File: config.mk
export PLATFORM = sky130hd
export DESIGN_NAME = rx_rate_seq
export DESIGN_NICKNAME = d
export VERILOG_FILES = /design/src/rtl/rrs_pkg.sv /design/src/rtl/rrs_bit_patcher.sv /design/src/rtl/rrs_seq_ctrl.sv /design/src/rtl/rx_rate_seq.sv
export SDC_FILE = /design/constraint.sdc
export NUM_CORES = 1
export LEC_CHECK = 0
export ABC_AREA = 1
export CAP_MARGIN = 40
export CORE_MARGIN = 8
export CORE_UTILIZATION = 39
export DETAILED_ROUTE_END_ITERATION = 16
export PLACE_DENSITY = 0.81
export SETUP_SLACK_MARGIN = 0.02
export SLEW_MARGIN = 30
export SYNTH_ARGS = -nofsm -noshare
export SYNTH_HDL_FRONTEND = slang
export SYNTH_HIERARCHICAL = 1
export SYNTH_SLANG_ARGS = --single-unit
File: constraint.sdc
create_clock -name clk -period 1.2 [get_ports clk]
set_clock_uncertainty 0.15 [all_clocks]
set_input_delay 0.36 -clock clk [delete_from_list [all_inputs] [get_ports clk]]
set_output_delay 0.36 -clock clk [all_outputs]
set_load 0.1 [all_outputs]
File: src/rtl/rrs_pkg.sv
package rrs_pkg;

   typedef enum logic [1:0] {
      ENG_IDLE,
      ENG_RD_WAIT,
      ENG_WR_WAIT
   } eng_state_t;

   typedef enum logic [1:0] {
      SQ_IDLE,
      SQ_CLEAR,
      SQ_WAIT_FALL,
      SQ_RESTORE
   } seq_state_t;

   typedef enum logic {
      OP_CLEAR,
      OP_RESTORE
   } patch_op_t;

endpackage

File: src/rtl/rrs_bit_patcher.sv
// Read-modify-write engine for a single bit of one configuration word.
module rrs_bit_patcher
   import rrs_pkg::*;
#(
   parameter int              ADDR_W    = 9,
   parameter int              DATA_W    = 16,
   parameter logic [ADDR_W-1:0] CFG_ADDR = 9'h011,
   parameter int              PATCH_BIT = 11
) (
   input  logic              clk,
   input  logic              rst,
   input  logic              start,
   input  patch_op_t         op,
   output logic              done,
   output logic [ADDR_W-1:0] reg_addr,
   output logic [DATA_W-1:0] reg_wdata,
   output logic              reg_en,
   output logic              reg_we,
   input  logic [DATA_W-1:0] reg_rdata,
   input  logic              reg_rdy
);

   if (PATCH_BIT >= DATA_W) begin : g_bad_bit
      $error("rrs_bit_patcher: PATCH_BIT outside the data word");
   end
   if (DATA_W < 1 || ADDR_W < 1) begin : g_bad_width
      $error("rrs_bit_patcher: widths must be positive");
   end

   eng_state_t        st;
   patch_op_t         cur_op;
   logic              saved_bit;
   logic [DATA_W-1:0] patched;

   always_comb begin
      patched            = reg_rdata;
      patched[PATCH_BIT] = (cur_op == OP_CLEAR) ? 1'b0 : saved_bit;
   end

   assign reg_addr = CFG_ADDR;

   always_ff @(posedge clk) begin
      if (rst) begin
         st        <= ENG_IDLE;
         cur_op    <= OP_CLEAR;
         saved_bit <= 1'b0;
         reg_wdata <= '0;
         reg_en    <= 1'b0;
         reg_we    <= 1'b0;
         done      <= 1'b0;
      end else begin
         reg_en <= 1'b0;
         reg_we <= 1'b0;
         done   <= 1'b0;
         unique case (st)
            ENG_IDLE: begin
               if (start) begin
                  cur_op <= op;
                  reg_en <= 1'b1;
                  st     <= ENG_RD_WAIT;
               end
            end
            ENG_RD_WAIT: begin
               if (reg_rdy) begin
                  if (cur_op == OP_CLEAR) begin
                     saved_bit <= reg_rdata[PATCH_BIT];
                  end
                  reg_wdata <= patched;
                  reg_en    <= 1'b1;
                  reg_we    <= 1'b1;
                  st        <= ENG_WR_WAIT;
               end
            end
            ENG_WR_WAIT: begin
               if (reg_rdy) begin
                  done <= 1'b1;
                  st   <= ENG_IDLE;
               end
            end
            default: st <= ENG_IDLE;
         endcase
      end
   end


   en_pulse_chk: assert property (@(posedge clk) disable iff (rst)
      reg_en |=> !reg_en);


   write_after_read_chk: assert property (@(posedge clk) disable iff (rst)
      (reg_en && reg_we) |-> $past(reg_rdy));

endmodule

File: src/rtl/rrs_seq_ctrl.sv
// Sequence controller: detects a rate change, orders patch, forward, wait and restore.
module rrs_seq_ctrl
   import rrs_pkg::*;
#(
   parameter int RATE_W = 3
) (
   input  logic              clk,
   input  logic              rst,
   input  logic [RATE_W-1:0] usr_rate,
   input  logic              pma_done,
   input  logic              patch_done,
   output logic              patch_start,
   output patch_op_t         patch_op,
   output logic [RATE_W-1:0] ch_rate,
   output logic              busy
);

   seq_state_t        st;
   logic [RATE_W-1:0] target;
   logic              pd_q;
   logic              pd_fell;

   assign pd_fell = pd_q & ~pma_done;
   assign busy    = (st != SQ_IDLE);

   always_ff @(posedge clk) begin
      if (rst) begin
         st          <= SQ_IDLE;
         target      <= '0;
         ch_rate     <= '0;
         pd_q        <= 1'b0;
         patch_start <= 1'b0;
         patch_op    <= OP_CLEAR;
      end else begin
         pd_q        <= pma_done;
         patch_start <= 1'b0;
         unique case (st)
            SQ_IDLE: begin
               if (usr_rate != ch_rate) begin
                  target      <= usr_rate;
                  patch_op    <= OP_CLEAR;
                  patch_start <= 1'b1;
                  st          <= SQ_CLEAR;
               end
            end
            SQ_CLEAR: begin
               if (patch_done) begin
                  ch_rate <= target;
                  st      <= SQ_WAIT_FALL;
               end
            end
            SQ_WAIT_FALL: begin
               if (pd_fell) begin
                  patch_op    <= OP_RESTORE;
                  patch_start <= 1'b1;
                  st          <= SQ_RESTORE;
               end
            end
            SQ_RESTORE: begin
               if (patch_done) begin
                  st <= SQ_IDLE;
               end
            end
            default: st <= SQ_IDLE;
         endcase
      end
   end


   rate_hold_chk: assert property (@(posedge clk) disable iff (rst)
      !$stable(ch_rate) |-> $past(patch_done));

endmodule

File: src/rtl/rx_rate_seq.sv
module rx_rate_seq
   import rrs_pkg::*;
#(
   parameter int              RATE_W    = 3,
   parameter int              ADDR_W    = 9,
   parameter int              DATA_W    = 16,
   parameter logic [ADDR_W-1:0] CFG_ADDR = 9'h011,
   parameter int              PATCH_BIT = 11,
   parameter bit              BYPASS    = 1'b0
) (
   input  logic              clk,
   input  logic              rst,
   input  logic [RATE_W-1:0] usr_rate,
   input  logic              pma_done,
   output logic [RATE_W-1:0] ch_rate,
   output logic              busy,
   output logic [ADDR_W-1:0] reg_addr,
   output logic [DATA_W-1:0] reg_wdata,
   output logic              reg_en,
   output logic              reg_we,
   input  logic [DATA_W-1:0] reg_rdata,
   input  logic              reg_rdy
);

   if (RATE_W < 1) begin : g_bad_rate
      $error("rx_rate_seq: RATE_W must be at least 1");
   end

   if (BYPASS) begin : g_bypass
      logic [RATE_W-1:0] rate_q;
      logic              unused_bypass;

      always_ff @(posedge clk) begin
         if (rst) rate_q <= '0;
         else     rate_q <= usr_rate;
      end

      assign ch_rate       = rate_q;
      assign busy          = 1'b0;
      assign reg_addr      = CFG_ADDR;
      assign reg_wdata     = '0;
      assign reg_en        = 1'b0;
      assign reg_we        = 1'b0;
      assign unused_bypass = ^{pma_done, reg_rdata, reg_rdy};


      bypass_follow_chk: assert property (@(posedge clk) disable iff (rst)
         $past(!rst) |-> (ch_rate == $past(usr_rate)));

   end else begin : g_seq
      logic      patch_start;
      logic      patch_done;
      patch_op_t patch_op;

      rrs_seq_ctrl #(
         .RATE_W (RATE_W)
      ) ctrl_i (
         .clk         (clk),
         .rst         (rst),
         .usr_rate    (usr_rate),
         .pma_done    (pma_done),
         .patch_done  (patch_done),
         .patch_start (patch_start),
         .patch_op    (patch_op),
         .ch_rate     (ch_rate),
         .busy        (busy)
      );

      rrs_bit_patcher #(
         .ADDR_W    (ADDR_W),
         .DATA_W    (DATA_W),
         .CFG_ADDR  (CFG_ADDR),
         .PATCH_BIT (PATCH_BIT)
      ) patch_i (
         .clk       (clk),
         .rst       (rst),
         .start     (patch_start),
         .op        (patch_op),
         .done      (patch_done),
         .reg_addr  (reg_addr),
         .reg_wdata (reg_wdata),
         .reg_en    (reg_en),
         .reg_we    (reg_we),
         .reg_rdata (reg_rdata),
         .reg_rdy   (reg_rdy)
      );


      quiet_idle_chk: assert property (@(posedge clk) disable iff (rst)
         !busy |-> !reg_en);


      busy_fall_chk: assert property (@(posedge clk) disable iff (rst)
         $fell(busy) |-> $past(patch_done));
   end

endmodule

==> out/results.txt <==
status = finished, violations left
violations in the final reports = negative setup slack
Switching Share = 0.420
Die Wd = 77.8 microns
HPWL reported at the end of detailed placement = 2880 microns
share of the synthesized area in the top cell type = 0.457
clk sink count = 34
number of antenna violations at the first check in global routing = 0
type of element capturing the critical path = primary output
leading area contributor after synthesis = dfxtp_1
number of rows created at floorplan = 22
Setup WS post-layout = -391 ps
area share of xor/xnor cells in the synthesized design = 0.0109
critical path buffer and inverter count = 3
Yosys warning total = 6
cell leakage power = 1.11 nW
CP delay by family, top = flip-flops
maximum buffer depth of the clock tree = 2
Internal Dissipation = 2.77 mW
Area growth syn-to-layout = 95.4%
Synth cell types = 25
multiplexer share of the synthesized area = 0
I/O pins = 54
die height = 77.8 microns
DRC errors left = 0
Reg power frac = 0.293
required time at the endpoint of the critical path = 690 ps
Final Wtd Congestion = 0.758
main combinational cell family by area after synthesis = simple AND/OR/NAND/NOR gates
critical-path cell with the highest stage delay = dfxtp_2
Period minus WS final = 1590 ps
final hold vios = 0
wire length per cell after detailed routing = 16.2 microns
pin count of the biggest net entering global routing = 17
setup repair after global routing missed its margin = true
synthesized area per cell = 7.96 sq um
delay contributed by the slowest stage of the critical path = 330 ps
DRT Wirelength = 5070 microns
utilization after layout = 0.795
fraction of the mapped netlist area in compound gates = 0.113
most common cell after layout, fill and taps aside = nand2_1
CP startpoint kind = flop
Overall Global Routing Usage = 0.130
type of the tightest min-delay check = reg2reg
fraction of final layout cells with drive strength greater than 1 = 0.589
proportion of synthesized chip area in sequential cells = 0.457
Congestion Overflow GR = 0
register bit count reported by yosys = 34
synthesized area = 1490 sq um
clock buffer count from CTS = 5
Setup Viol. Count Final = 49
Reg clk slew, reported paths = 70 ps
worst voltage drop across the vdd grid = 914 uV
Data arrival, critical path = 1080 ps
total number of vias = 1,580
htree depth = 2
cell count after synthesis = 187
Avg Vias per Cell = 5.05
share of power burned in combinational logic = 0.535
P_sw = 2.01 mW
first-pass GRT wire length = 6400 microns
Std-Cell Core Area = 3660 sq um
Simple-Gate Fraction of Synth Area = 0.261
max-slew violation count = 0
Detailed Route Iter0 Violations = 106
most frequent cells in the layout = nand2_1 (26), buf_12 (23), dfxtp_2 (21)
Pwr per Cell Area = 1640 nW/um^2
Root Driver = clkbuf_8
layout net count = 292
clock latency on the worst-skew pair = 280 ps
antenna cells = 0
MaxCap Viol Count = 0
number of antenna-violating nets in the routed design = 0
final total power = 4.78 mW
initial cell density of the core = 0.407
series of cell instances along the critical path = inv_2, ha_4, clkinvlp_4, buf_12
worst-path fanout max = 2
area share of fa/ha/maj cells after synthesis = 0.0420
Port Buffers = 44
part of the power in the clock network = 0.172
TritonCTS clock tree = done
via count of the first global-routing pass = 1,430
Tcrit/Tclk final = 1.33
die area = 6050 sq um
Hold-fix buffers, CTS = 0
largest cells by area after synthesis = dfxtp_1 (46%), a21oi_1 (8.7%), nand2_1 (7.8%)
upper clock frequency limit = 628 MHz
class of the most critical setup path = reg2out
DR pass1 iterations = 4
## worst paths after layout
check        cells after the start                start                  to  slack (ps)
max                              4   g_seq.ctrl_i/st[0]                busy        -390
min                              1  g_seq.patch_i/st[0]  g_seq.patch_i/done         310
max reg2reg                      9   g_seq.ctrl_i/st[1]  g_seq.ctrl_i/st[0]        -330
min reg2reg                      1  g_seq.patch_i/st[0]  g_seq.patch_i/done         310
## layout make-up
| class | count | area [sq um] |
|---|---|---|
| sequential | 34 | 718 |
| clock inverter | 3 | 16.3 |
| fill | 207 | 752 |
| multi-input combinational | 130 | 998 |
| inverter | 16 | 68.8 |
| clock buffer | 5 | 68.8 |
| timing repair buffer | 77 | 978 |
| tap | 48 | 60.1 |
## registers in the layout, summed over array words and instances (netlist names), 2 cells and up
signal	cells
g_seq.ctrl_i/ch_rate	3
g_seq.ctrl_i/st	2
g_seq.ctrl_i/target	3
g_seq.patch_i/reg_wdata	16
g_seq.patch_i/st	2
## through the flow
step           setup TNS, ps  cells  hold WS [ps]  instance area (sq um)  setup WS, ps
3_3_place_gp          -13320    288           280                   2340          -475
2_1_floorplan          -1030    194           269                   1580          -277
3_5_place_dp          -13860    288           287                   2340          -512
5_1_grt                -7570    313           324                   2910          -428
6_report               -5700    313           310                   2910          -391
4_1_cts                -4420    306           297                   2580          -396
## per-layer routing
layer  up-vias  track usage  wire, microns
met5         -            0              0
met4         0       0.0736            112
met3         8       0.0484            356
met2        55        0.222           2670
met1       765        0.133           1930
li1        752            -              -
## cells in the mapped netlist
| cell | count |
|---|---|
| dfxtp_1 | 34 |
| nand2_1 | 31 |
| a21oi_1 | 26 |
| nand3_1 | 22 |
| nor2_1 | 15 |
| inv_1 | 13 |
| buf_4 | 11 |
| ha_1 | 5 |
| nand2_2 | 4 |
| o21ai_0 | 4 |
| inv_2 | 3 |
| nand3_2 | 3 |
| clkbuf_1 | 2 |
| conb_1 | 2 |
| o21ai_1 | 2 |
| and3_1 | 1 |
| buf_2 | 1 |
| buf_6 | 1 |
| nand3b_1 | 1 |
| nand4_2 | 1 |
| nor2_2 | 1 |
| nor2_4 | 1 |
| nor4_1 | 1 |
| o21a_1 | 1 |
| xnor2_2 | 1 |
## cell families after synthesis
logic type | Yosys count
xor gates and xnor gates | 1
adders and majority gates | 5
and+or+nand+nor | 81
buffers and inverters | 31
AOI/OAI and AO/OA | 33
DFF | 34
other | 2
## power groups by stage
stage          Clock, mW  Combinational [mW]  Sequential, mW
6_report           0.823                2.55            1.40
5_1_grt            0.881                2.69            1.41
4_1_cts            0.827                2.08            1.37
3_5_place_dp           0                1.82            1.41
3_3_place_gp           0                1.77            1.40
2_1_floorplan          0               0.904            1.67
## timing repair
item | CTS | global route
cloned | 1 | 1
pin swaps | 10 | 29
setup buffers | 9 | 6
setup endpoints to repair | 56 | 49
resized for setup | 23 | 63
Note: power is estimated with default switching activity, not from simulation.
